File: src/rtl/wdg_pkg.sv
// Shared types for the safe-state watchdog.
package wdg_pkg;
    // Action the countdown takes in a given cycle.
    typedef enum logic [1:0] {
        WDG_HOLD   = 2'd0,
        WDG_RELOAD = 2'd1,
        WDG_DECR   = 2'd2,
        WDG_FIRE   = 2'd3
    } wdg_action_e;
endpackage

File: src/rtl/wdg_countdown.sv
// Seconds countdown and expiry flag.
// Assumes: sec_tick and pet are single-cycle strobes that are already synchronous to clk.
// A pet always reloads the count. A timeout of 0 stops counting. Once fired, the flag holds until a pet.
module wdg_countdown
    import wdg_pkg::*;
#(
    parameter int CNT_W = 16
) (
    input  logic             clk,
    input  logic             rst_n,
    input  logic             sec_tick,
    input  logic             pet,
    input  logic [CNT_W-1:0] timeout,
    output logic             fired
);
    localparam logic [CNT_W-1:0] ONE = CNT_W'(1);

    logic [CNT_W-1:0] remaining;
    wdg_action_e      action;

    // Decide this cycle's action; a pet outranks a strobe.
    always_comb begin
        if (pet)
            action = WDG_RELOAD;
        else if (sec_tick && (timeout != '0) && !fired)
            action = (remaining > ONE) ? WDG_DECR : WDG_FIRE;
        else
            action = WDG_HOLD;
    end

    // Update the count and the expiry flag.
    always_ff @(posedge clk) begin
        if (!rst_n) begin
            remaining <= timeout;
            fired     <= 1'b0;
        end else begin
            unique case (action)
                WDG_RELOAD: begin remaining <= timeout;     fired <= 1'b0; end
                WDG_DECR:   begin remaining <= remaining - ONE;            end
                WDG_FIRE:   begin remaining <= '0;          fired <= 1'b1; end
                default:    ;
            endcase
        end
    end

    AST_PET_RELOADS: assert property (@(posedge clk) disable iff (!rst_n)
        pet |=> (remaining == $past(timeout)) && !fired);
    AST_PET_WINS: assert property (@(posedge clk) disable iff (!rst_n)
        (pet && sec_tick) |=> !fired);
    AST_DISABLED_QUIET: assert property (@(posedge clk) disable iff (!rst_n)
        (timeout == '0 && !pet && !fired) |=> !fired);
    AST_HOLD_UNTIL_PET: assert property (@(posedge clk) disable iff (!rst_n)
        (fired && !pet) |=> fired);
    AST_NO_COUNT_IDLE: assert property (@(posedge clk) disable iff (!rst_n)
        (!sec_tick && !pet) |=> $stable(remaining));
    AST_FIRE_ON_TICK: assert property (@(posedge clk) disable iff (!rst_n)
        $rose(fired) |-> ($past(sec_tick) && !$past(pet)));
endmodule

File: src/rtl/wdg_select.sv
// Per-bit selector between the host value and the safe value.
// Assumes: sel is the registered expiry flag; the path is combinational.
module wdg_select #(
    parameter int W = 8
) (
    input  logic         sel,
    input  logic [W-1:0] host,
    input  logic [W-1:0] safe,
    output logic [W-1:0] y
);
    for (genvar b = 0; b < W; b++) begin : g_bit
        // Pick the safe bit while the watchdog is fired.
        assign y[b] = sel ? safe[b] : host[b];
    end
endmodule

File: src/rtl/safe_state_watchdog.sv
// Watchdog that forces outputs and port directions to a stored safe pattern.
// Assumes: the one-second strobe is generated outside; the configuration inputs are held stable by the register file.
module safe_state_watchdog #(
    parameter int CNT_W = 16,
    parameter int OUT_W = 8,
    parameter int DIR_W = 2
) (
    input  logic             clk,
    input  logic             rst_n,
    input  logic             sec_tick,
    input  logic             pet,
    input  logic [CNT_W-1:0] timeout_sec,
    input  logic [OUT_W-1:0] host_out,
    input  logic [DIR_W-1:0] host_dir,
    input  logic [OUT_W-1:0] safe_out,
    input  logic [DIR_W-1:0] safe_dir,
    output logic [OUT_W-1:0] pin_out,
    output logic [DIR_W-1:0] pin_dir,
    output logic             expired
);
    logic fired;

    wdg_countdown #(.CNT_W(CNT_W)) u_count (
        .clk(clk), .rst_n(rst_n), .sec_tick(sec_tick), .pet(pet),
        .timeout(timeout_sec), .fired(fired)
    );

    wdg_select #(.W(OUT_W)) u_sel_out (
        .sel(fired), .host(host_out), .safe(safe_out), .y(pin_out)
    );

    wdg_select #(.W(DIR_W)) u_sel_dir (
        .sel(fired), .host(host_dir), .safe(safe_dir), .y(pin_dir)
    );

    assign expired = fired;

    AST_SAFE_PINS: assert property (@(posedge clk) disable iff (!rst_n)
        expired |-> (pin_out == safe_out) && (pin_dir == safe_dir));
endmodule

File: config.mk
export PLATFORM = sky130hd
export DESIGN_NAME = safe_state_watchdog
export DESIGN_NICKNAME = d
export VERILOG_FILES = /design/src/rtl/wdg_pkg.sv /design/src/rtl/wdg_countdown.sv /design/src/rtl/wdg_select.sv /design/src/rtl/safe_state_watchdog.sv
export SDC_FILE = /design/constraint.sdc
export NUM_CORES = 1
export LEC_CHECK = 0
export ABC_AREA = 1
export BUFFER_PORTS_ARGS = -buffer_cell sky130_fd_sc_hd__buf_2
export CAP_MARGIN = 30
export CORE_UTILIZATION = 55
export CTS_BUF_LIST = sky130_fd_sc_hd__clkbuf_16
export DETAILED_ROUTE_END_ITERATION = 6
export MAX_ROUTING_LAYER = met4
export PLACE_DENSITY = 0.85
export SLEW_MARGIN = 30
export SYNTH_ARGS = -nofsm -noshare
export SYNTH_HDL_FRONTEND = slang
export SYNTH_HIERARCHICAL = 1
export SYNTH_SLANG_ARGS = --single-unit
export TNS_END_PERCENT = 1
File: constraint.sdc
create_clock -name clk -period 4.05 [get_ports clk]
set_input_delay 0.81 -clock clk [delete_from_list [all_inputs] [get_ports clk]]
set_output_delay 0.81 -clock clk [all_outputs]
set_load 0.03 [all_outputs]
# After elaboration in Yosys (flattened, before gate mapping)
# Index checks and enable logic that the tools add are counted.
# word_totals
word_cells	29
inputBits	40
regBits	17
out_inout_bits	11
# op_classes
order_cmp	1
mux	16
eq_ne	4
n_addsub	1
n_reduce_logical	5
# op_table
op	count
case mux 16 bit (3 select lines)	1
greater-than comparator 16 x 1 -> 1 bit (second input constant)	1
2-to-1 mux 16 bit	1
nonzero test 16 bit	1
subtractor 16 x 1 -> 16 bit (second input constant)	1
2-to-1 mux 1 bit	11
equality test 2 bit (second input constant)	2
2-to-1 mux 2 bit	2
inequality test 4 x 1 -> 1 bit (second input constant)	1
equality test 2 x 1 -> 1 bit (second input constant)	1
logical AND 1 bit	2
case mux 1 bit (2 select lines)	1
nonzero test 2 bit	1
zero test 1 bit	1

# Depth between registers and ports, before layout
# Gate-level depths: netlist of the first run.
# logic_depth
word_depth	8
ltp_mapped	13
ltp_nobuf	12

# By module
# The synthesis of the first run kept the hierarchy.
# modules_own_cells
mod	seq_area_each_um2	area_each_um2	n_inst	cells_each
wdg_countdown	500.5	1490.2	1	222
wdg_select at u_sel_out	0.0	105.1	1	26
wdg_select at u_sel_dir	0.0	26.3	1	7

# Worst setup path before layout of the first run
# OpenSTA, ideal clock, no wires.
# synth_path
kind	input port to flip-flop
from	input timeout_sec[6]
to	register u_count.remaining[0] (enable)
setup_slack_ps	1663
required_time_ps	3633
path_buffers	0
setup_time_ps	417
t_arrival_ps	1970
cell_stages	9
cell_sequence	nor2_1 -> nand2_1 -> nor2_2 -> nand2_2 -> nand2_1 -> o21ai_0 -> ha_1 -> inv_1 -> nand3_1
# synth_between
elab_chain_cells	7
word_cells_on_any_way	9
classes_between	eq/ne (4); mux (2); reduce/logical (3)
# synth_rtl
element	line	source
from (decl)	safe_state_watchdog.sv:12	input logic [CNT_W-1:0] timeout_sec,
nonzero test 16 bit (*)	wdg_countdown.sv:25	else if (sec_tick && (timeout != '0) && !fired)
logical AND 1 bit (*) (2 in series)	wdg_countdown.sv:25	
2-to-1 mux 2 bit (*)	wdg_countdown.sv:25	
2-to-1 mux 2 bit (*)	wdg_countdown.sv:23	if (pet)
equality test 2 x 1 -> 1 bit or equality test 2 bit (tied branches)	wdg_countdown.sv:37	unique case (action)
inequality test 4 x 1 -> 1 bit (no source line) (*)	--	
to (signal assigned)	wdg_countdown.sv:34	remaining <= timeout;
to (signal assigned)	wdg_countdown.sv:39	WDG_DECR: begin remaining <= remaining - ONE; end
to (decl)	wdg_countdown.sv:18	logic [CNT_W-1:0] remaining;
# Every way passes the cells marked *; elsewhere a longest branch is shown, timed or not.
# A chain may end at the register's enable or synchronous reset.

# Worst setup path in the final report of the first run
# layout_path
from	input timeout_sec[10]
to	register u_count.remaining[12] (enable)
# The elaborated chain is that of the path after synthesis.

==> results by group, run 1 <==
Run status
  • Outcome: completed

Synthesis
  • Main area contributors after synthesis: edfxtp_1, nand2_1, nor2_1
  • Top-area cell type share of the netlist area: 29.6%
  • Post-synthesis sequential area ratio: 30.9%
  • Synth area leader: edfxtp_1
  • Synth unique cells: 21
  • Synthesis-stage register bit count: 17
  • Mean Syn Cell Area: 6.36 µm²
  • Post-synthesis instance total: 255
  • Yosys warns: 6
  • Mapped cell area: 1620 µm²
  • Net count after synthesis: 300

Clocking
  • Clk root buf: clkbuf_16
  • TritonCTS clock tree: done
  • # clock sinks: 17
  • Setup bufs post-CTS: 0
  • Total CTS buffers: 3
  • Clk Latency, worst-skew pair: around 0.25 ns
  • Post-CTS Resized: 0
  • Clock slew seen by the registers of the worst setup and hold paths: 0.05 ns
  • Clk buf depth: 2
  • Hold Buf Count CTS: 0
  • Htree depth: 1

Finish
  • Final core occ: 69.5%
  • Fillers: 245
  • Diode count: 0
  • Leading cell type in the layout, fill and taps excluded: nand2_1
  • Fin nets: 350
  • Most frequent cells in the layout: nand2_1, buf_2, inv_1, nor2_1, edfxtp_1
  • Final std cells w/o fill: 335
  • FF/Latch Area: 500 µm²
  • Multi-input gate area: a little over 900 µm²
  • Proportion of layout cells with a drive suffix above 1: 26.0%
  • Area delta synth->final: 19.2%

STA
  • Clk_skew: 0.00146 ns
  • Final hold vios: 0
  • Slew Limit Fails: 0
  • Slew headroom: 49.5%
  • Max Freq: 382 MHz
  • TNS Setup: 0 ns
  • RSZ-0062 raised after global routing: false
  • Fin crit period: roughly 2.6 ns
  • Tcrit/Tclk final: between 60% and 70%
  • Setup-failing EPs final: 0
  • Worst Tran Pin Value: between 0.7 and 0.8 ns

Pwr
  • Static leakage: 1.05 nW
  • Power per cell area: 293 nW/µm²
  • Overall Power: 0.566 mW
  • Maximum vdd drop: 0.000275 V

Placement
  • Hpwl dp: between 2 and 3 mm
  • Placed cells: 331
  • # port buffers: 50
  • GPL Wtd Cong: 0.955

Global routing
  • GR Overflow Total: 0
  • Pin count of the biggest net entering global routing: 22
  • Initial antenna violation count: 0
  • Vias in the first global route: approximately 1400
  • Global-route wire length before repair: 5.84 mm
  • GR Util All Layers: 24.2%

Critical path
  • Startpoint Class: primary input
  • Max FO, Critical Path: 16
  • Required @ worst endpoint: 3.83 ns
  • Worst Path Arrival: 2.40 ns
  • Type of the worst setup path: in -> reg
  • CP Capture Type: register

Routing
  • Drt pass-1 iters: 4
  • Routed Antenna Nets: 0
  • WL final: 3.55 mm
  • Routed WL per cell: about 11 µm
  • DRC violations left: 0
  • Iter 0 DRT Violations: 75
  • Vias/cell: 4.84
  • Detailed-route via count: 1622

Floorplanning
  • Initial Util: 58.3%
  • I/O pin total: 51
  • Core area: 2780 µm²
  • Std-Cell Rows: 19
  • Die X: 56.3 µm
  • Die H: 56.3 µm
  • Full die area: 3170 µm²

Worst hold path
  • HP Class: reg -> reg

Flow run
  • Max_cap viols: 0
[metal layers]
metal	vias to the layer above	GRT usage, %	part of all wire [%]
met5	-	-	0
met4	0	9.41	0.76
met3	2	2.76	5.5
met2	46	38.8	49
met1	701	31.6	45
li1	873	-	-
[worst max-delay path, cell delays in order]
cell and delay (ns):
buf_2 0.10, nor2_1 0.15, nand2_1 0.11, nor2_2 0.11, nand2_2 0.09, nand2_1 0.09
o21ai_0 0.13, ha_1 0.21, inv_1 0.07, nand3_1 0.53
[cell type report]
class | instances | share of cell area [%]
inverter | 38 | 7.38
timing repair buffer | 50 | 12.9
clock inverter | 1 | 0.194
multi-input combinational | 195 | 47.7
tap | 31 | 2.01
sequential | 17 | 25.9
clock buffer | 3 | 3.88
[worst paths after layout]
path / start / endpoint / slack, ns / cells after the start
hold reg to reg: u_count/fired$_SDFFE_PN0P_ / u_count/fired$_SDFFE_PN0P_ / 0.70 / 2
setup reg to reg: u_count/remaining[8]$_DFFE_PP_ / u_count/remaining[12]$_DFFE_PP_ / 1.53 / 8
setup / recovery: timeout_sec[10] / u_count/remaining[12]$_DFFE_PP_ / 1.43 / 10
hold / removal: u_count/fired$_SDFFE_PN0P_ / u_count/fired$_SDFFE_PN0P_ / 0.70 / 2
[cells in the mapped netlist (all sizes together)]
master,count
edfxtp,16
nor3b,1
nand2,109
ha,5
dfxtp,1
nand3,13
and2,1
inv,38
nor2,52
o2111ai,1
o21ai,8
a21oi,4
nand4,1
buf,5
[report_power, final]
| group | internal [mW] | total [mW] | leakage (nW) | switching [mW] |
|---|---|---|---|---|
| sequential | 0.215 | 0.234 | 0.174 | 0.0185 |
| combinational | 0.0488 | 0.137 | 0.831 | 0.0879 |
| clock | 0.131 | 0.196 | 0.0423 | 0.0648 |
[registers in the layout (all words and copies together), names as in the netlist]
register           cells
u_count/remaining     16
u_count/fired          1
[metrics by stage]
stage | hold slack, ns | setup WS [ns] | cell area (µm²)
after global placement | 0.684 | 1.22 | 1850
after detailed placement | 0.674 | 1.15 | 1850
final | 0.700 | 1.43 | 1930
after floorplan | 0.657 | 1.66 | 1620
after global routing | 0.739 | 1.25 | 1930
after CTS | 0.682 | 1.41 | 1930
[kinds of logic after synthesis]
family	Yosys count	share of synthesized area, %
adder cells (fa/ha/maj)	5	3.86
AO/OA/AOI/OAI	13	4.24
buffers and inverters	43	12.3
AND/OR/NAND/NOR	177	48.8
flip-flops	17	30.9
Note: power is estimated with default switching activity, not from simulation.
==> run 2: changes to the inputs <==
--- a/config.mk
+++ b/config.mk
@@ -8,11 +8,11 @@
 export ABC_AREA = 1
 export BUFFER_PORTS_ARGS = -buffer_cell sky130_fd_sc_hd__buf_2
 export CAP_MARGIN = 30
-export CORE_UTILIZATION = 55
+export CORE_UTILIZATION = 46
 export CTS_BUF_LIST = sky130_fd_sc_hd__clkbuf_16
 export DETAILED_ROUTE_END_ITERATION = 6
 export MAX_ROUTING_LAYER = met4
-export PLACE_DENSITY = 0.85
+export PLACE_DENSITY = 0.76
 export SLEW_MARGIN = 30
 export SYNTH_ARGS = -nofsm -noshare
 export SYNTH_HDL_FRONTEND = slang
==> constraint.sdc (replaced) <==
create_clock -name clk -period 2.4 [get_ports clk]
set_input_delay 0.48 -clock clk [delete_from_list [all_inputs] [get_ports clk]]
set_output_delay 0.48 -clock clk [all_outputs]
set_load 0.03 [all_outputs]
==> run 2 against run 1 <==
Via count decreased by 0.68%. Non-clock buffer count increased by 3. Power increased by 71%. Routed wire length decreased by 0.11%. Critical path type is now reg -> reg.
==> results by group, run 2 (synthesized netlist as in run 1, its figures left out) <==
STA
  • Post-Route Hold Slack: 0.512 ns (was 0.700 ns)
  • Final hold vios: 0 (unchanged)
  • Tcrit/Tclk final: roughly nine tenths
  • Worst Tran Pin Value: 0.553 ns (was 0.755 ns)
  • Slew Limit Fails: 0 (unchanged)
  • TNS Setup: 0 ns (unchanged)
  • Slew headroom: 63.0% (was 49.5%)
  • RSZ-0062 raised after global routing: false (unchanged)
  • Clk_skew: 0.00428 ns (was 0.00146 ns)
  • Fin crit period: around 2.1 ns
  • Max Freq: 472 MHz
  • Setup-failing EPs final: 0 (unchanged)

Finish
  • Diode count: 0 (unchanged)
  • Largest Register: u_count/remaining (unchanged)
  • Final std cells w/o fill: 353 (was 335)
  • Final core occ: 59.1% (was 69.5%)
  • Proportion of layout cells with a drive suffix above 1: 26.7% (was 26.0%)
  • Most frequent cells in the layout: nand2_1, buf_2, inv_1, nor2_1, edfxtp_1 (unchanged)
  • Max FFs per register: 16 (unchanged)
  • Leading cell type in the layout, fill and taps excluded: nand2_1 (unchanged)
  • Biggest regs: u_count/remaining x16, u_count/fired x1 (unchanged)
  • Fin nets: 353 (was 350)
  • Area delta synth->final: 22.5% (was 19.2%)

Clocking
  • Htree depth: 1 (unchanged)
  • Post-CTS Resized: 0 (unchanged)
  • # clock sinks: 17 (unchanged)
  • Total CTS buffers: 3 (unchanged)
  • Clk buf depth: 2 (unchanged)
  • Clock slew seen by the registers of the worst setup and hold paths: 0.05 ns (about the same)
  • Clk root buf: clkbuf_16 (unchanged)
  • TritonCTS clock tree: done (unchanged)
  • Hold Buf Count CTS: 0 (unchanged)
  • Clk Latency, worst-skew pair: 0.25 ns (about the same)
  • Setup bufs post-CTS: 0 (unchanged)

Worst hold path
  • HP Class: in -> reg (was reg -> reg)
  • Hold path start: timeout_sec[3] (was u_count/fired$_SDFFE_PN0P_)
  • Hold Path End: u_count/remaining[3]$_DFFE_PP_ (was u_count/fired$_SDFFE_PN0P_)
  • Hold path cells: 3 (was 2)

Routing
  • Routed Antenna Nets: 0 (unchanged)
  • Iter 0 DRT Violations: 84 (was 75)
  • Routed WL per cell: 10.0 µm (was 10.6 µm)
  • DRC violations left: 0 (unchanged)
  • Detailed-route via count: 1611 (was 1622)
  • Vias/cell: 4.56 (was 4.84)
  • WL final: 3.54 mm (was 3.55 mm)
  • Drt pass-1 iters: 4 (unchanged)

Floorplanning
  • Full die area: 3770 µm² (was 3170 µm²)
  • Die H: 61.4 µm (was 56.3 µm)
  • Std-Cell Rows: 21 (was 19)
  • I/O pin total: 51 (unchanged)
  • Initial Util: 48.2% (was 58.3%)
  • Core area: 3360 µm² (was 2780 µm²)
  • Die X: 61.4 µm (was 56.3 µm)

Global routing
  • Initial antenna violation count: 0 (unchanged)
  • Global-route wire length before repair: 5.63 mm (was 5.84 mm)
  • GR Util All Layers: 21.1% (was 24.2%)
  • Vias in the first global route: 1298 (was 1361)
  • GR Overflow Total: 0 (unchanged)
  • Pin count of the biggest net entering global routing: 22 (unchanged)

Pwr
  • Clock power frac: 35.0% (was 34.6%)
  • Maximum vdd drop: 0.000208 V (was 0.000275 V)
  • Combinational power share: 24.7% (was 24.1%)
  • Power per cell area: 489 nW/µm² (was 293 nW/µm²)
  • Overall Power: 0.971 mW (was 0.566 mW)
  • Net switching fraction of the power: 30.7% (was 30.2%)
  • P_int: 0.673 mW (was 0.395 mW)
  • Static leakage: 1.07 nW (was 1.05 nW)
  • Switch Pwr: 0.298 mW (was 0.171 mW)
  • Sequential Power Share: 40.3% (was 41.3%)

Critical path
  • Max FO, Critical Path: 16 (unchanged)
  • WP buf/inv: 2 (unchanged)
  • Worst Path Arrival: 2.08 ns (was 2.40 ns)
  • Slowest-stage cell, CP: edfxtp_1 (was nand3_1)
  • RR Startpoint: u_count/remaining[8]$_DFFE_PP_ (unchanged)
  • Required @ worst endpoint: 2.36 ns (was 3.83 ns)
  • Critical path's top delay family: simple AND/OR/NAND/NOR gates (unchanged)
  • CP Capture Type: register (unchanged)
  • Startpoint Class: register (was primary input)
  • Type of the worst setup path: reg -> reg (was in -> reg)
  • R2r endpoint: u_count/remaining[13]$_DFFE_PP_ (was u_count/remaining[12]$_DFFE_PP_)
  • Cell Chain, Critical Path: nor2_2 > nand2_1 > nor2_1 > o2111ai_1 > o21ai_0 > ha_1 > inv_1 > nand3_1 > buf_12 (was buf_2 > nor2_1 > nand2_1 > nor2_2 > nand2_2 > nand2_1 > o21ai_0 > ha_1 > inv_1 > nand3_1)
  • R2r setup slk: 0.28 ns (was 1.53 ns)
  • Worst r2r path cells: 9 (was 8)
  • Crit path largest cell delay: 0.44 ns (was 0.53 ns)

Placement
  • Hpwl dp: 2.74 mm (was 2.67 mm)
  • Placed cells: 349 (was 331)
  • # port buffers: 50 (unchanged)
  • GPL Wtd Cong: 0.951 (was 0.955)

Flow run
  • Max_cap viols: 0 (unchanged)

Run status
  • Outcome: completed (unchanged)
-- run 2: cell types whose count changed in the layout (fill, tap and decap cells not counted) --
cell    previous run  this run
buf_4              0         2
buf_12             0         1
-- run 2: through the flow --
step / setup slack (ns) / area (µm²)
2_1_floorplan: 0.322 / 1620
3_3_place_gp: 0.262 / 1910
3_5_place_dp: 0.231 / 1910
4_1_cts: 0.296 / 1990
5_1_grt: 0.127 / 1990
6_report: 0.283 / 1990
-- run 2: worst max-delay path by stage --
stage | start | end | slack [ns] | cells after the start
final | u_count/remaining[8]$_DFFE_PP_ | u_count/remaining[13]$_DFFE_PP_ | 0.28 | 9
after global routing | u_count/remaining[8]$_DFFE_PP_ | u_count/remaining[5]$_DFFE_PP_ | 0.13 | 12
after CTS | u_count/remaining[8]$_DFFE_PP_ | u_count/remaining[12]$_DFFE_PP_ | 0.30 | 9
after detailed placement | timeout_sec[2] | u_count/remaining[8]$_DFFE_PP_ | 0.23 | 14
after global placement | timeout_sec[0] | u_count/remaining[8]$_DFFE_PP_ | 0.26 | 13
after floorplan | u_count/remaining[8]$_DFFE_PP_ | u_count/remaining[0]$_DFFE_PP_ | 0.32 | 8
-- run 2: worst reg2reg max path, cell delays in order, from the launching register on --
cell       delay (ns)
edfxtp_1         0.44
nor2_2           0.20
nand2_1          0.09
nor2_1           0.12
o2111ai_1        0.15
o21ai_0          0.30
ha_1             0.20
inv_1            0.05
nand3_1          0.11
buf_12           0.17
-- run 2: power by group through the flow --
stage | clock [mW] | combinational, mW | sequential [mW]
2_1_floorplan | 0 | 0.165 | 0.391
3_3_place_gp | 0 | 0.236 | 0.396
3_5_place_dp | 0 | 0.239 | 0.397
4_1_cts | 0.343 | 0.240 | 0.391
5_1_grt | 0.356 | 0.273 | 0.395
6_report | 0.340 | 0.239 | 0.391
-- run 2: metal layers --
layer  part of all wire [%]  wire [µm]  GRT usage [%]  up-vias
li1                       -          -              -      881
met2                     45       1590           31.2       36
met3                    4.6        163           2.73        5
met4                    1.6         55           9.21        0
met1                     49       1730           28.8      689
met5                      0          0              -        -
-- run 2: layout make-up --
class	count	area (µm²)
Tap cell	46	57.6
Fill cell	352	1380
Clock buffer	3	75.1
Sequential cell	17	500
Multi-Input combinational cell	195	922
Clock inverter	1	3.75
Inverter	38	143
Timing Repair Buffer	53	285
